<file path="config.mk">
export PLATFORM = sky130hd
export DESIGN_NAME = ld_split_unit
export DESIGN_NICKNAME = d
export VERILOG_FILES = /design/src/rtl/ldsplit_pkg.sv /design/src/rtl/ldsplit_decode.sv /design/src/rtl/ldsplit_ctrl.sv /design/src/rtl/ldsplit_merge.sv /design/src/rtl/ld_split_unit.sv
export SDC_FILE = /design/constraint.sdc
export NUM_CORES = 1
export LEC_CHECK = 0
export ABC_AREA = 1
export BUFFER_PORTS_ARGS = -buffer_cell sky130_fd_sc_hd__buf_4
export CAP_MARGIN = 20
export CORE_ASPECT_RATIO = 1.1
export CORE_UTILIZATION = 54
export DETAILED_ROUTE_END_ITERATION = 6
export MAX_ROUTING_LAYER = met4
export PLACE_DENSITY = 0.8
export SLEW_MARGIN = 5
export SYNTH_ARGS = -nofsm -noshare
export SYNTH_HDL_FRONTEND = slang
export SYNTH_SLANG_ARGS = --single-unit
</file>
<file path="constraint.sdc">
create_clock -name clk -period 1.8 [get_ports clk]
set_clock_uncertainty 0.05 [all_clocks]
set_input_delay 0.09 -clock clk [delete_from_list [all_inputs] [get_ports clk]]
set_output_delay 0.09 -clock clk [all_outputs]
set_load 0.01 [all_outputs]
</file>
<file path="src/rtl/ldsplit_pkg.sv">
package ldsplit_pkg;

   localparam int RES_W = 32;

   typedef enum logic [2:0] {
      ST_IDLE,
      ST_RD_LO,
      ST_WT_LO,
      ST_RD_HI,
      ST_WT_HI,
      ST_RESP
   } ld_state_e;

   // size code to byte count; codes 2 and 3 both select a full 4-byte load
   function automatic logic [2:0] size_bytes(input logic [1:0] code);
      case (code)
         2'd0:    return 3'd1;
         2'd1:    return 3'd2;
         default: return 3'd4;
      endcase
   endfunction

endpackage

</file>
<file path="src/rtl/ldsplit_decode.sv">
module ldsplit_decode #(
   parameter int LANES = 4,
   parameter int OFS_W = 2
) (
   input  logic [OFS_W-1:0] ofs,
   input  logic [1:0]       size,
   output logic             misaligned,
   output logic             straddle
);
   import ldsplit_pkg::*;

   logic [2:0]       nbytes;
   logic [OFS_W-1:0] low_mask;
   logic [OFS_W:0]   end_pos;

   always_comb begin
      nbytes     = size_bytes(size);
      low_mask   = OFS_W'(nbytes - 3'd1);
      misaligned = |(ofs & low_mask);
      end_pos    = {1'b0, ofs} + (OFS_W+1)'(nbytes);
      straddle   = end_pos > (OFS_W+1)'(LANES);
   end

endmodule

</file>
<file path="src/rtl/ldsplit_ctrl.sv">
module ldsplit_ctrl #(
   parameter int ADDR_W = 32,
   parameter int DATA_W = 32,
   parameter int OFS_W  = 2
) (
   input  logic                    clk,
   input  logic                    rst_n,
   input  logic                    trap_mode,
   input  logic                    req_valid,
   input  logic [ADDR_W-1:0]       req_addr,
   input  logic [1:0]              req_size,
   input  logic                    misaligned,
   input  logic                    straddle,
   input  logic                    bus_req_ready,
   input  logic                    bus_rsp_valid,
   input  logic [DATA_W-1:0]       bus_rsp_data,
   output logic                    req_ready,
   output logic                    bus_req_valid,
   output logic [ADDR_W-OFS_W-1:0] bus_word_addr,
   output logic                    rsp_valid,
   output logic                    rsp_fault,
   output logic [DATA_W-1:0]       lo_q,
   output logic [DATA_W-1:0]       hi_q,
   output logic [OFS_W-1:0]        ofs_q,
   output logic [1:0]              size_q
);
   import ldsplit_pkg::*;

   localparam int WA_W = ADDR_W - OFS_W;

   ld_state_e       state;
   logic [WA_W-1:0] wa_q;
   logic            split_q;
   logic            fault_q;
   logic            accept;

   assign accept = req_valid && (state == ST_IDLE);

   always_ff @(posedge clk or negedge rst_n) begin
      if (!rst_n) begin
         state   <= ST_IDLE;
         wa_q    <= '0;
         ofs_q   <= '0;
         size_q  <= '0;
         split_q <= 1'b0;
         fault_q <= 1'b0;
         lo_q    <= '0;
         hi_q    <= '0;
      end else begin
         unique case (state)
            ST_IDLE: if (accept) begin
               wa_q    <= req_addr[ADDR_W-1:OFS_W];
               ofs_q   <= req_addr[OFS_W-1:0];
               size_q  <= req_size;
               split_q <= straddle;
               fault_q <= trap_mode && misaligned;
               hi_q    <= '0;
               state   <= (trap_mode && misaligned) ? ST_RESP : ST_RD_LO;
            end
            ST_RD_LO: if (bus_req_ready) state <= ST_WT_LO;
            ST_WT_LO: if (bus_rsp_valid) begin
               lo_q  <= bus_rsp_data;
               state <= split_q ? ST_RD_HI : ST_RESP;
            end
            ST_RD_HI: if (bus_req_ready) state <= ST_WT_HI;
            ST_WT_HI: if (bus_rsp_valid) begin
               hi_q  <= bus_rsp_data;
               state <= ST_RESP;
            end
            ST_RESP: state <= ST_IDLE;
            default: state <= ST_IDLE;
         endcase
      end
   end

   always_comb begin
      req_ready     = (state == ST_IDLE);
      bus_req_valid = (state == ST_RD_LO) || (state == ST_RD_HI);
      bus_word_addr = (state == ST_RD_HI) ? wa_q + WA_W'(1) : wa_q;
      rsp_valid     = (state == ST_RESP);
      rsp_fault     = (state == ST_RESP) && fault_q;
   end

endmodule

</file>
<file path="src/rtl/ldsplit_merge.sv">
module ldsplit_merge #(
   parameter int DATA_W = 32,
   parameter int OFS_W  = 2
) (
   input  logic [DATA_W-1:0]            lo,
   input  logic [DATA_W-1:0]            hi,
   input  logic [OFS_W-1:0]             ofs,
   input  logic [1:0]                   size,
   input  logic                         fault,
   output logic [ldsplit_pkg::RES_W-1:0] data
);
   import ldsplit_pkg::*;

   localparam int RES_BYTES = RES_W / 8;

   logic [2*DATA_W-1:0] pair_shifted;
   logic [2:0]          nbytes;

   always_comb begin
      pair_shifted = {hi, lo} >> {ofs, 3'b000};
      nbytes       = size_bytes(size);
   end

   for (genvar i = 0; i < RES_BYTES; i++) begin : g_lane
      assign data[i*8 +: 8] = (!fault && (nbytes > 3'(i))) ? pair_shifted[i*8 +: 8] : 8'h00;
   end

endmodule

</file>
<file path="src/rtl/ld_split_unit.sv">
module ld_split_unit #(
   parameter int ADDR_W = 32,
   parameter int DATA_W = 32
) (
   input  logic                                  clk,
   input  logic                                  rst_n,
   input  logic                                  trap_mode,
   input  logic                                  req_valid,
   output logic                                  req_ready,
   input  logic [ADDR_W-1:0]                     req_addr,
   input  logic [1:0]                            req_size,
   output logic                                  rsp_valid,
   output logic                                  rsp_fault,
   output logic [31:0]                           rsp_data,
   output logic                                  bus_req_valid,
   input  logic                                  bus_req_ready,
   output logic [ADDR_W-$clog2(DATA_W/8)-1:0]    bus_word_addr,
   input  logic                                  bus_rsp_valid,
   input  logic [DATA_W-1:0]                     bus_rsp_data
);
   localparam int LANES = DATA_W / 8;
   localparam int OFS_W = $clog2(LANES);

   if ((DATA_W % 8) != 0 || LANES < 4 || (1 << OFS_W) != LANES) begin : g_bad_width
      $error("ld_split_unit: DATA_W must be a power-of-two byte count of at least 4 bytes");
   end
   if (ADDR_W <= OFS_W) begin : g_bad_addr
      $error("ld_split_unit: ADDR_W must exceed the byte offset width");
   end

   logic              misaligned;
   logic              straddle;
   logic [DATA_W-1:0] lo_q;
   logic [DATA_W-1:0] hi_q;
   logic [OFS_W-1:0]  ofs_q;
   logic [1:0]        size_q;

   ldsplit_decode #(.LANES(LANES), .OFS_W(OFS_W)) u_decode (
      .ofs        (req_addr[OFS_W-1:0]),
      .size       (req_size),
      .misaligned (misaligned),
      .straddle   (straddle)
   );

   ldsplit_ctrl #(.ADDR_W(ADDR_W), .DATA_W(DATA_W), .OFS_W(OFS_W)) u_ctrl (
      .clk           (clk),
      .rst_n         (rst_n),
      .trap_mode     (trap_mode),
      .req_valid     (req_valid),
      .req_addr      (req_addr),
      .req_size      (req_size),
      .misaligned    (misaligned),
      .straddle      (straddle),
      .bus_req_ready (bus_req_ready),
      .bus_rsp_valid (bus_rsp_valid),
      .bus_rsp_data  (bus_rsp_data),
      .req_ready     (req_ready),
      .bus_req_valid (bus_req_valid),
      .bus_word_addr (bus_word_addr),
      .rsp_valid     (rsp_valid),
      .rsp_fault     (rsp_fault),
      .lo_q          (lo_q),
      .hi_q          (hi_q),
      .ofs_q         (ofs_q),
      .size_q        (size_q)
   );

   ldsplit_merge #(.DATA_W(DATA_W), .OFS_W(OFS_W)) u_merge (
      .lo    (lo_q),
      .hi    (hi_q),
      .ofs   (ofs_q),
      .size  (size_q),
      .fault (rsp_fault),
      .data  (rsp_data)
   );

endmodule

</file>
== After elaboration in Yosys (flattened, before gate mapping) ==
Index checks and enable logic that the tools add are counted.

* $add $sub $neg: 3
* Multipliers: 0
* Div/mod/pow operators: 0
* Magnitude comparators: 5
* Equal/unequal tests: 12
* Shift-type cells: 1
* Muxes and demuxes: 18
* Bitwise logic cells: 1
* Reduce and logical (&&, ||, !) cells: 18

{| class="wikitable"
|+ Operators with widths
! kind !! count
|-
| $mux 32 || 2
|-
| $pmux 32 s2 || 1
|-
| $shr 64x5->32 || 1
|-
| $mux 8 || 4
|-
| $add 30x1->30 const B || 1
|-
| $mux 30 || 1
|-
| $mux 3 || 7
|-
| $pmux 3 s5 || 1
|-
| $pmux 3 s2 || 2
|-
| $ne 2x2->1 const B || 4
|-
| $logic_and 1x1->1 || 7
|-
| $eq 3x2->1 const B || 2
|-
| $eq 3x3->1 const B || 2
|-
| $gt 3x1->1 const B || 2
|-
| $gt 3x2->1 const B || 2
|-
| $reduce_and 5->1 || 1
|-
| $eq 2x1->1 const B || 2
|-
| $logic_not 2->1 || 2
|-
| $reduce_and 2->1 || 2
|-
| $add 2x3->3 || 1
|-
| $eq 3x1->1 const B || 1
|-
| $gt 3x3->1 const B || 1
|-
| $logic_not 3->1 || 1
|-
| $reduce_and 3->1 || 1
|-
| other kinds (7) || 7
|}

* Register bits after elaboration: 103
* Latch bits: 0
* RAM bits: 0
* Bits in read-only memories: 0
* Bits of input ports: 72
* Logic and storage cells: 66
* Memories: 0

== Logic depth before layout (Yosys ltp) ==
* Depth in word-level cells: 9
* Gate-level depth with buffers: 10

== Cells and area by module ==
Synthesis repeated with hierarchy kept, for this count alone.

* Cells, all modules: 907
* Area total of the unflattened synthesis: 6,465.0 um^2

{| class="wikitable"
|+ Modules (own cells, without submodules)
! module !! instances !! cells each !! area an instance (um^2) !! sequential area each (um^2)
|-
| ldsplit_ctrl || 1 || 603 || 5,180.0 || 2,577.5
|-
| ldsplit_merge || 1 || 288 || 1,184.9 || 0.0
|-
| ldsplit_decode || 1 || 16 || 100.1 || 0.0
|}

== Least setup slack after synthesis ==
Ideal clock, no wire load.

* Path kind: register to output
* Start: reg u_ctrl.size_q[1]
* End: out rsp_data[22]
* Arrival: 1.543 ns
* Path slack: 0.117 ns
* Stages on the path, launching flop included: 6
* Path buffers: 1
* Path through: dfrtp_1 -> or2_2 -> ha_1 -> or2_1 -> buf_4 -> a21oi_1

* Word-level cells in the longest chain between the ends: 5

{| class="wikitable"
|+ Ends and longest elaborated chain
! item !! line !! source
|-
| start: declaration || ldsplit_ctrl.sv:25 || <nowiki>output logic [1:0] size_q</nowiki>
|-
| start signal: assignment || ldsplit_ctrl.sv:54 || <nowiki>size_q <= req_size;</nowiki>
|-
| $eq 2x1->1 / $logic_not 2->1 (equally long branches) || ldsplit_pkg.sv:16 || <nowiki>case (code)</nowiki>
|-
| $pmux 3 s2 * || ldsplit_pkg.sv:16 ||
|-
| $gt 3x2->1 * || ldsplit_merge.sv:25 || <nowiki>assign data[i*8 +: 8] = (!fault && (nbytes > 3'(i))) ? pair_shifted[i*8 +: 8] : 8'h00;</nowiki>
|-
| $logic_and 1x1->1 * || ldsplit_merge.sv:25 ||
|-
| $mux 8 * || ldsplit_merge.sv:25 ||
|-
| end: declaration || ld_split_unit.sv:14 || <nowiki>output logic [31:0] rsp_data,</nowiki>
|}

Mark *: on every way between the ends. The rest lies on a longest branch, timed or not.

== Final worst setup path ==
* Start: reg u_ctrl.size_q[0]
* End: out rsp_data[20]

The elaborated chain is that of the path after synthesis.

==> impl_metrics.toml <==
[synth]
synth_edf_count = 0
yosys_register_bits = 95
ys.flop_type = "dfrtp_1"
synth.area.top_cells = "dfrtp_1 41%, nand2_1 13%, mux2_4 6.3%"
async_reset_ff_share_pct = 100
synthCells = 730
yosysMostFrequentCell = "nand2_1"
ys_warn_count = 0
yosysUniqueCellTypes = 40
netlist.area_leader.share_pct = 41.3
syn_nets = 808
synth_area_per_cell_um2 = 7.89
synth-seq-area-share_pct = 41.3
synth_area_mm2 = 0.00576
synth_area_leader_cell = "dfrtp_1"
synth_common_cells = "195 x nand2_1, 95 x dfrtp_1, 64 x o21ai_0, 61 x inv_1, 61 x nor2_1"

[power_and_ir_drop]
p_per_area_mw_per_mm2 = 1910
switching_share_pct = 47.1
p_int_mw = 9.55
leakage_nw = 4.52
power_switching_mw = 8.50
power_frac_seq_pct = 23.1
power_mw = 18.1
pwr-share-comb_pct = 64.9
p_clk_share_pct = 12.0
vdd_drop_max_uv = 1010

[die]
core_mm2 = 0.0104
std_cell_rows = 39
die-area_mm2 = 0.0111
die-height_um = 110
initial_core_util_pct = 55.4
die_w_um = 101
ios = 138

[worst_hold_path]
hold_class = "input pin to flop"

[routing]
viasPerCell = 6.53
routed_wl_um = 27200
dr.pass1.iters = 7
wl_per_cell_um = 24.2
via_count = 7345
drt-initial-drc-count = 1027
route.detailed.drc = 2
drtAntennaViolNets = 0

[cts]
h-tree-depth = 3
clock_latency_ps = 350
numCtsBuffers = 9
path_clk_slew_ps = 70
cts_tree = "yes"
cts_buffer_depth = 2
ctsRootBufferMaster = "clkbuf_16"
clock_sinks = 95

[timing]
final_max_slew_viol_count = 0
tightest_slew_ps = 557
max_freq_ghz = 0.461
hold_slack_ps = 31.0
finalHoldViolCount = 0
min_period_over_period_pct = 121
finalSetupViolCount = 95
rsz0062_at_grt = "true"
tns_ps = -12550
worst_slack_ps = -371
fin_crit_ps = 2170
slew_headroom_pct = 62.9

[global_route]
busiest_layer = "met2"
grt_pass1_vias = 6571
globalRouteMet3Util_pct = 8.32
grt.met1_usage_pct = 42.3
antenna_found_initial = 0
grtUsageTotal_pct = 39.1
met2_usage_pct = 66.6
grt-ovfl-total = 0
grt_pass1_wl_um = 32200
grt_max_degree = 96

[place]
gp_congestion = 0.901
postPlaceCellArea_mm2 = 0.00702
dp_worst_setup_slack_ps = -60.0
dp_hpwl_um = 11100
port_buffers = 137
placed_cells = 996

[final_layout]
antenna_cells = 0
final_nets = 1054
fin_area_mm2 = 0.00944
nFillCells = 374
drive_gt1_share_pct = 39.4
utilization_pct = 90.9
areaGrowthSynthToFinish_pct = 63.9
fin_cells = 1124

[critical_path]
regToRegStartpoint = "u_ctrl.state[0]"
setup.worst_path.start = "u_ctrl.size_q[0]"
cp.required_ps = 1660
worst-path-max-fanout = 8
path_cells = "or2_4, ha_4, or2_4, nor3_2, buf_4"
startpoint_type = "flop"
max_stage_delay_ps = 400
ff2ff_setup_slack_ps = -120
worst-r2r-cell-count = 7
cpMaxStageDelayCell = "dfrtp_1"
reg2reg_to = "u_ctrl.lo_q[24]"
critPathCapture = "rsp_data[20]"
crit_arrival_ps = 2030
critPathCaptureType = "output port"
cp_common_cell = "or2_4"
critPathKind = "flop to output port"

[outcome]
status = "complete, but fails checks"
violations = "DRC, setup timing"

[run]
maxCapViolations = 0
==> worst min path at each step <==
stage / startpoint / endpoint / slack [ps] / cells past startpoint
floorplan: rst_n / u_ctrl.fault_q / -260 / 0
detailed placement: rst_n / u_ctrl.lo_q[22] / 130 / 2
global placement: rst_n / u_ctrl.lo_q[6] / 130 / 2
global route: bus_rsp_valid / u_ctrl.state[2] / 50 / 4
CTS: bus_rsp_valid / u_ctrl.state[2] / 40 / 4
finish: req_addr[1] / u_ctrl.ofs_q[1] / 30 / 3
==> worst max-delay path, delay by kind of cell, from the launching register on <==
family	cells	cell delay (ps)
and+or+nand+nor	3	870
buffers and inverters	1	190
adders and majority gates	1	230
DFF	1	400
==> routing by layer <==
metal / vias up / wire length, µm / part of all wire, %
li1: 2882 / - / -
met5: - / 0 / 0
met4: 0 / 2660 / 9.8
met2: 733 / 12600 / 47
met3: 314 / 3330 / 12
met1: 3416 / 8530 / 31
==> flip-flops by register name (all words and copies together), names as in the netlist <==
name / count
u_ctrl.state: 3
u_ctrl.fault_q: 1
u_ctrl.ofs_q: 2
u_ctrl.hi_q: 24
u_ctrl.lo_q: 32
u_ctrl.wa_q: 30
u_ctrl.size_q: 2
u_ctrl.split_q: 1
==> area by class of cell <==
cell class	count	area, µm²	share of cell area [%]
clock buffer	10	239	2.53
clock inverter	6	92.6	0.981
inverter	65	269	2.85
multi-input combinational	535	3670	38.9
sequential	95	2380	25.3
tap	143	179	1.89
timing repair buffer	270	2610	27.6
==> power groups by stage <==
| stage | Sequential (mW) | Combinational (mW) | Clock (mW) |
|---|---|---|---|
| finish | 4.17 | 11.7 | 2.17 |
| detailed placement | 3.94 | 7.23 | 0 |
| floorplan | 3.69 | 4.55 | 0 |
| global placement | 3.89 | 7.04 | 0 |
| global route | 4.21 | 12.2 | 2.25 |
| CTS | 3.92 | 8.75 | 2.14 |
==> layout by cell type (no fill, tap or decap), types with 3 or more instances in the layout <==
cell type	n
buf_6	36
dlygate4sd3_1	67
a211oi_2	9
buf_4	148
inv_2	7
nand3_1	47
nor2_4	15
a211oi_4	4
nor3_4	11
o21ai_0	22
nand2_8	6
xnor2_2	5
o21ai_1	25
mux2_4	25
nand4_1	15
dfrtp_2	6
o21ai_4	9
a21oi_1	26
ha_1	3
nor3_1	4
xnor2_1	4
nor2_1	46
nand2_1	175
nor2_2	7
a31oi_1	5
xor2_1	9
nand2_4	6
inv_1	54
nand2_2	19
nor3_2	5
dfrtp_1	89
buf_12	11
o21ai_2	11
clkbuf_16	14
nand3_2	5
==> cells by family (layout without fill, tap and decap cells) <==
kind of cell             count (synthesis)  after routing  synth area share [%]
flip-flops                              95             95                  41.3
buffers and inverters                  103            351                  8.08
adder cells (fa/ha/maj)                  6              6                  1.43
AO/OA/AOI/OAI                          118            118                  11.1
XOR/XNOR                                20             20                  3.04
multiplexers                            25             25                  6.45
AND/OR/NAND/NOR                        363            366                  28.7
==> what timing repair did <==
action | CTS | global route
setup buffers | 20 | 15
cloned | 4 | 8
resized for setup | 102 | 156
pin swaps | 28 | 46
hold buffers | 67 | 0
hold endpoints to repair | 185 | 0
setup endpoints to repair | 56 | 122
Note: power is estimated with default switching activity, not from simulation.
